File: src/rtl/kara_pkg.sv
package kara_pkg;

    typedef enum logic [2:0] {
        ST_IDLE  = 3'd0,
        ST_MUL_H = 3'd1,
        ST_MUL_L = 3'd2,
        ST_MUL_M = 3'd3,
        ST_COMB  = 3'd4,
        ST_DONE  = 3'd5
    } kara_state_e;

    typedef enum logic [1:0] {
        TERM_H = 2'd0,
        TERM_L = 2'd1,
        TERM_M = 2'd2
    } kara_term_e;

endpackage

File: src/rtl/kara_fsm.sv
module kara_fsm
    import kara_pkg::*;
(
    input  logic        clk,
    input  logic        rst_n,
    input  logic        start,
    output kara_state_e state_q,
    output kara_term_e  term_sel,
    output logic        take_ops,
    output logic        cap_h,
    output logic        cap_l,
    output logic        cap_m,
    output logic        load_res,
    output logic        done
);

    kara_state_e state_d;

    // state register
    always_ff @(posedge clk or negedge rst_n) begin
        if (!rst_n) begin
            state_q <= ST_IDLE;
        end else begin
            state_q <= state_d;
        end
    end

    // next state
    always_comb begin
        state_d = state_q;
        unique case (state_q)
            ST_IDLE:  state_d = start ? ST_MUL_H : ST_IDLE;
            ST_MUL_H: state_d = ST_MUL_L;
            ST_MUL_L: state_d = ST_MUL_M;
            ST_MUL_M: state_d = ST_COMB;
            ST_COMB:  state_d = ST_DONE;
            ST_DONE:  state_d = ST_IDLE;
            default:  state_d = ST_IDLE;
        endcase
    end

    // outputs decoded from the current state
    always_comb begin
        term_sel = TERM_H;
        take_ops = 1'b0;
        cap_h    = 1'b0;
        cap_l    = 1'b0;
        cap_m    = 1'b0;
        load_res = 1'b0;
        done     = 1'b0;
        unique case (state_q)
            ST_IDLE:  take_ops = start;
            ST_MUL_H: begin
                term_sel = TERM_H;
                cap_h    = 1'b1;
            end
            ST_MUL_L: begin
                term_sel = TERM_L;
                cap_l    = 1'b1;
            end
            ST_MUL_M: begin
                term_sel = TERM_M;
                cap_m    = 1'b1;
            end
            ST_COMB:  load_res = 1'b1;
            ST_DONE:  done     = 1'b1;
            default:  ;
        endcase
    end

endmodule

File: src/rtl/kara_operands.sv
module kara_operands
    import kara_pkg::*;
#(
    parameter int DIGIT_W = 8
) (
    input  logic                      clk,
    input  logic                      rst_n,
    input  logic                      take_ops,
    input  logic [2*DIGIT_W-1:0]      op_a,
    input  logic [2*DIGIT_W-1:0]      op_b,
    input  kara_term_e                term_sel,
    output logic signed [DIGIT_W:0]   mul_x,
    output logic signed [DIGIT_W:0]   mul_y,
    output logic signed [DIGIT_W:0]   diff_a,
    output logic signed [DIGIT_W:0]   diff_b
);

    localparam int OP_W = 2 * DIGIT_W;

    logic [OP_W-1:0]    a_q;
    logic [OP_W-1:0]    b_q;
    logic [DIGIT_W-1:0] a_hi, a_lo, b_hi, b_lo;

    always_ff @(posedge clk or negedge rst_n) begin
        if (!rst_n) begin
            a_q <= '0;
            b_q <= '0;
        end else if (take_ops) begin
            a_q <= op_a;
            b_q <= op_b;
        end
    end

    assign a_hi = a_q[OP_W-1:DIGIT_W];
    assign a_lo = a_q[DIGIT_W-1:0];
    assign b_hi = b_q[OP_W-1:DIGIT_W];
    assign b_lo = b_q[DIGIT_W-1:0];

    // signed byte differences, one extra bit for the sign
    assign diff_a = $signed({1'b0, a_hi}) - $signed({1'b0, a_lo});
    assign diff_b = $signed({1'b0, b_lo}) - $signed({1'b0, b_hi});

    always_comb begin
        mul_x = '0;
        mul_y = '0;
        unique case (term_sel)
            TERM_H: begin
                mul_x = $signed({1'b0, a_hi});
                mul_y = $signed({1'b0, b_hi});
            end
            TERM_L: begin
                mul_x = $signed({1'b0, a_lo});
                mul_y = $signed({1'b0, b_lo});
            end
            TERM_M: begin
                mul_x = diff_a;
                mul_y = diff_b;
            end
            default: ;
        endcase
    end

endmodule

File: src/rtl/kara_smul.sv
module kara_smul #(
    parameter int IN_W = 9
) (
    input  logic signed [IN_W-1:0]   x,
    input  logic signed [IN_W-1:0]   y,
    output logic signed [2*IN_W-1:0] p
);

    assign p = x * y;

endmodule

File: src/rtl/kara_recomb.sv
module kara_recomb #(
    parameter int DIGIT_W = 8
) (
    input  logic                                clk,
    input  logic                                rst_n,
    input  logic                                cap_h,
    input  logic                                cap_l,
    input  logic                                cap_m,
    input  logic                                load_res,
    input  logic signed [2*DIGIT_W+1:0]         sub_p,
    output logic signed [4*DIGIT_W+1:0]         acc,
    output logic [4*DIGIT_W-1:0]                product
);

    localparam int SP_W  = 2 * DIGIT_W + 2;
    localparam int PW    = 4 * DIGIT_W;
    localparam int ACC_W = PW + 2;
    localparam int EXT_W = ACC_W - SP_W;

    logic signed [SP_W-1:0]  h_q, l_q, m_q;
    logic signed [ACC_W-1:0] h_x, l_x, m_x;

    always_ff @(posedge clk or negedge rst_n) begin
        if (!rst_n) begin
            h_q <= '0;
            l_q <= '0;
            m_q <= '0;
        end else begin
            if (cap_h) h_q <= sub_p;
            if (cap_l) l_q <= sub_p;
            if (cap_m) m_q <= sub_p;
        end
    end

    assign h_x = {{EXT_W{h_q[SP_W-1]}}, h_q};
    assign l_x = {{EXT_W{l_q[SP_W-1]}}, l_q};
    assign m_x = {{EXT_W{m_q[SP_W-1]}}, m_q};

    // H*(2^2D + 2^D) + M*2^D + L*(2^D + 1)
    assign acc = (h_x <<< (2*DIGIT_W)) + (h_x <<< DIGIT_W)
               + (m_x <<< DIGIT_W)
               + (l_x <<< DIGIT_W) + l_x;

    always_ff @(posedge clk or negedge rst_n) begin
        if (!rst_n) begin
            product <= '0;
        end else if (load_res) begin
            product <= acc[PW-1:0];
        end
    end

endmodule

File: src/rtl/kara_mul16.sv
module kara_mul16
    import kara_pkg::*;
#(
    parameter int DIGIT_W = 8
) (
    input  logic                   clk,
    input  logic                   rst_n,
    input  logic                   start,
    input  logic [2*DIGIT_W-1:0]   op_a,
    input  logic [2*DIGIT_W-1:0]   op_b,
    output logic                   done,
    output logic [4*DIGIT_W-1:0]   product
);

    localparam int IN_W  = DIGIT_W + 1;
    localparam int SP_W  = 2 * IN_W;
    localparam int ACC_W = 4 * DIGIT_W + 2;

    kara_state_e             state_q;
    kara_term_e              term_sel;
    logic                    take_ops, cap_h, cap_l, cap_m, load_res;
    logic signed [IN_W-1:0]  mul_x, mul_y, diff_a, diff_b;
    logic signed [SP_W-1:0]  sub_p;
    logic signed [ACC_W-1:0] acc_w;

    kara_fsm u_fsm (
        .clk      (clk),
        .rst_n    (rst_n),
        .start    (start),
        .state_q  (state_q),
        .term_sel (term_sel),
        .take_ops (take_ops),
        .cap_h    (cap_h),
        .cap_l    (cap_l),
        .cap_m    (cap_m),
        .load_res (load_res),
        .done     (done)
    );

    kara_operands #(.DIGIT_W(DIGIT_W)) u_ops (
        .clk      (clk),
        .rst_n    (rst_n),
        .take_ops (take_ops),
        .op_a     (op_a),
        .op_b     (op_b),
        .term_sel (term_sel),
        .mul_x    (mul_x),
        .mul_y    (mul_y),
        .diff_a   (diff_a),
        .diff_b   (diff_b)
    );

    kara_smul #(.IN_W(IN_W)) u_mul (
        .x (mul_x),
        .y (mul_y),
        .p (sub_p)
    );

    kara_recomb #(.DIGIT_W(DIGIT_W)) u_rec (
        .clk      (clk),
        .rst_n    (rst_n),
        .cap_h    (cap_h),
        .cap_l    (cap_l),
        .cap_m    (cap_m),
        .load_res (load_res),
        .sub_p    (sub_p),
        .acc      (acc_w),
        .product  (product)
    );

endmodule

File: config.mk
export PLATFORM = sky130hd
export DESIGN_NAME = kara_mul16
export DESIGN_NICKNAME = d
export VERILOG_FILES = /design/src/rtl/kara_pkg.sv /design/src/rtl/kara_fsm.sv /design/src/rtl/kara_operands.sv /design/src/rtl/kara_smul.sv /design/src/rtl/kara_recomb.sv /design/src/rtl/kara_mul16.sv
export SDC_FILE = /design/constraint.sdc
export NUM_CORES = 1
export LEC_CHECK = 0
export CORE_MARGIN = 4
export CORE_UTILIZATION = 40
export DETAILED_ROUTE_END_ITERATION = 8
export PLACE_DENSITY = 0.65
export SLEW_MARGIN = 5
export SYNTH_ARGS = -nofsm -noshare
export SYNTH_HDL_FRONTEND = slang
export SYNTH_SLANG_ARGS = --single-unit
File: constraint.sdc
create_clock -name clk -period 7.2 [get_ports clk]
set_input_delay 1.8 -clock clk [delete_from_list [all_inputs] [get_ports clk]]
set_output_delay 1.8 -clock clk [all_outputs]
set_load 0.01 [all_outputs]
==> impl_metrics.csv <==
group,metric,value,unit
routing,ant_nets,0,
setup_path,cp-end-kind,"register",
cts,clock_insertion_delay_worst_skew,0.43,ns
global_routing,largest_net_degree_at_the_start_of_global_routing,63,
timing,number_of_hold_violations_in_the_final_report,0,
cts,root_buffer,"clkbuf_16",
yosys,seq_area_frac_synth,0.287,
floorplanning,core_area,0.0260,mm2
global_routing,grt_first_pass_wirelength,38.8,mm
timing,holdWs,0.476,ns
cts,clockBufferDepth,2,
timing,report.final.slew_viol_count,0,
placement,globalplace.congestion,0.912,
setup_path,critical_path.max_stage_delay,0.54,ns
yosys,synth_largest_area_cell,"dfrtp_1",
setup_path,r2r_end,"u_rec.h_q[16]$_DFFE_PN0P_",
cts,cts_tree,"yes",
setup_path,required,7.46,ns
floorplanning,dieWidth,170,um
global_routing,antenna_found_initial,0,
yosys,netlist_instances,1047,
routing,drt_iter0_markers,390,
run_status,status,"completed",
floorplanning,initial_core_util,0.406,
yosys,synth_enable_flop_cells,0,
yosys,post-synth-top-area-fraction,0.287,
yosys,synthesis.nets,1300,
yosys,synth_cell_type_count,52,
yosys,synth_area_leaders,"dfrtp_1 (29%), fa_1 (24%), ha_1 (11%), nand2_1 (5.3%), o21ai_0 (4.8%)",
global_routing,groute.usage.overall,0.165,
final_layout,layout_common_cells,"nand2_1 (149), fa_1 (127), dfrtp_1 (121), inv_1 (107), o21ai_0 (98)",
final_layout,drive_gt1_frac,0.0942,
hold_path,timing.hold.worst.class,"reg -> reg",
yosys,syn_area,0.0106,mm2
cts,h-tree-depth,4,
final_layout,layout_commonest_cell,"nand2_1",
timing,min_period_over_period,0.937,
cts,cts_sinks,121,
yosys,ffs_latches_synth,121,
floorplanning,floorplan.die_area,0.0291,mm2
setup_path,timing.reg2reg.worst_path_depth,27,
global_routing,globalRouteOverflowTotal,0,
setup_path,r2r_slack,0.46,ns
timing,fin_setup_tns,0,ns
cts,cts.reportedPaths.clkPinSlew,0.06,ns
final_layout,antenna_cells,0,
setup_path,cp_max_fo,5,
floorplanning,die_height,170,um
cts,numCtsBuffers,17,
routing,drt-vias-per-instance,5.02,
yosys,yosys_most_used_dff,"dfrtp_1",
timing,finClkSkew,0.0188,ns
timing,rsz0062_at_grt,"false",
timing,timing.final.crit_period,6.74,ns
yosys,syn_area_per_cell,10.1,um2
yosys,synth_async_sr_flop_share,1.00,
routing,detail_route.drc_violations,0,
cts,postCtsHoldBufs,0,
placement,numPortBuffers,67,
setup_path,cp_most_frequent_cell,"fa_1",
timing,finalSetupViolCount,0,
run,maxCapViolCount,0,
global_routing,grt_pass1_vias,7792,
routing,routedWlPerCell,15.4,um
setup_path,critPathCapture,"u_rec.h_q[16]$_DFFE_PN0P_",
routing,detailroute.via_count,7388,
setup_path,cell_type_of_the_slowest_stage_on_the_worst_timing_path,"fa_1",
final_layout,flow.area_growth_from_synthesis,16.2,%
timing,slew_headroom,0.260,
timing,tightestPinTransition,1.11,ns
setup_path,timing.critical_path.from_type,"register",
setup_path,timing_worst_setup_path_type,"reg -> reg",
routing,wire_length_reported_by_the_detailed_router,22.6,mm
routing,dr.pass1.iters,5,
timing,maxClockFrequency,148,MHz
setup_path,critPathArrivalTime,7.01,ns
placement,hpwl,18.3,mm
setup_path,crit_path_start,"u_ops.a_q[0]$_DFFE_PN0P_",
yosys,synthesis.yosys.warnings,0,
floorplanning,placementRows,59,
floorplanning,ios,68,
final_layout,fillers,2409,
setup_path,crit_reg_reg_startpoint,"u_ops.a_q[0]$_DFFE_PN0P_",
final_layout,finalNetCount,1376,
critical path, delay by kind of cell, from the launching register on:
kind                       cells  cell delay (ns)
AOI/OAI and AO/OA              8             1.63
xor gates and xnor gates       1             0.22
adders and majority gates      8             3.51
buffers and inverters          4             0.21
DFF                            1             0.40
and+or+nand+nor                6             0.60
state kept, by name, indices dropped and copies added (netlist names):
signal and count:
u_rec.m_q 18, u_rec.l_q 18, u_rec.h_q 18, u_ops.a_q 16, u_rec.product 32, u_ops.b_q 16, u_fsm.state_q 3
timing repair:
| action | in CTS | in global routing |
|---|---|---|
| endpoints found under the setup margin | 0 | 16 |
| resized for setup | 0 | 5 |
| setup buffers | 0 | 2 |
logic make-up after synthesis:
| logic type | count (synthesis) | share of synthesized area |
|---|---|---|
| buffers and inverters | 137 | 0.0499 |
| adder cells (fa/ha/maj) | 218 | 0.349 |
| multiplexers | 41 | 0.0434 |
| XOR/XNOR | 47 | 0.0390 |
| AND/OR/NAND/NOR | 282 | 0.115 |
| AO/OA/AOI/OAI | 201 | 0.117 |
| flip-flops | 121 | 0.287 |
worst min path at each step:
stage,from,endpoint,cells after the start
after floorplan,u_rec.h_q[16]$_DFFE_PN0P_,u_rec.h_q[16]$_DFFE_PN0P_,2
after global placement,u_rec.product[23]$_DFFE_PN0N_,u_rec.product[23]$_DFFE_PN0N_,2
after detailed placement,u_rec.product[17]$_DFFE_PN0N_,u_rec.product[17]$_DFFE_PN0N_,2
after CTS,u_rec.product[17]$_DFFE_PN0N_,u_rec.product[17]$_DFFE_PN0N_,2
after global routing,u_rec.product[28]$_DFFE_PN0N_,u_rec.product[28]$_DFFE_PN0N_,2
final,u_rec.product[17]$_DFFE_PN0N_,u_rec.product[17]$_DFFE_PN0N_,2
per-layer routing:
| metal | global-route usage | wire [um] | vias up |
|---|---|---|---|
| met1 | 0.216 | 10300 | 3633 |
| li1 | - | - | 3585 |
| met3 | 0.0272 | 794 | 29 |
| met4 | 0.0472 | 425 | 0 |
| met2 | 0.285 | 11100 | 141 |
| met5 | 0 | 0 | - |
stage by stage:
step	worst slack [ns]	cells	util	instance area, um2
2_1_floorplan	0.935	1047	-	10600
3_3_place_gp	0.515	1437	0.448	11700
3_5_place_dp	0.307	1437	0.448	11700
4_1_cts	0.279	1469	0.471	12200
5_1_grt	0.00231	1471	0.472	12300
6_report	0.456	1471	0.472	12300
synthesized netlist by cell type (4+ instances only):
cell	instances
a21oi_1	32
nor2b_1	15
nor2_1	65
nand2_1	149
a21o_1	7
xnor2_1	28
fa_1	127
ha_1	91
buf_2	10
o21a_1	13
o21ai_0	101
mux2_2	38
a21boi_0	4
dfrtp_1	121
clkbuf_1	19
o21ai_1	8
inv_1	107
nand2b_1	22
nor3_1	14
xor2_1	19
nand3_1	4
a211oi_1	6
final cells by class:
cell class	instances	area, um2	area share
Clock buffer	18	429	0.0350
Clock inverter	14	163	0.0133
Inverter	107	402	0.0327
Multi-Input combinational cell	789	7010	0.571
Sequential cell	121	3030	0.247
Tap cell	335	419	0.0342
Timing Repair Buffer	87	818	0.0667
Power is not shown: default switching activity piles up to over one toggle a cycle in this logic, so the estimate is an artifact.
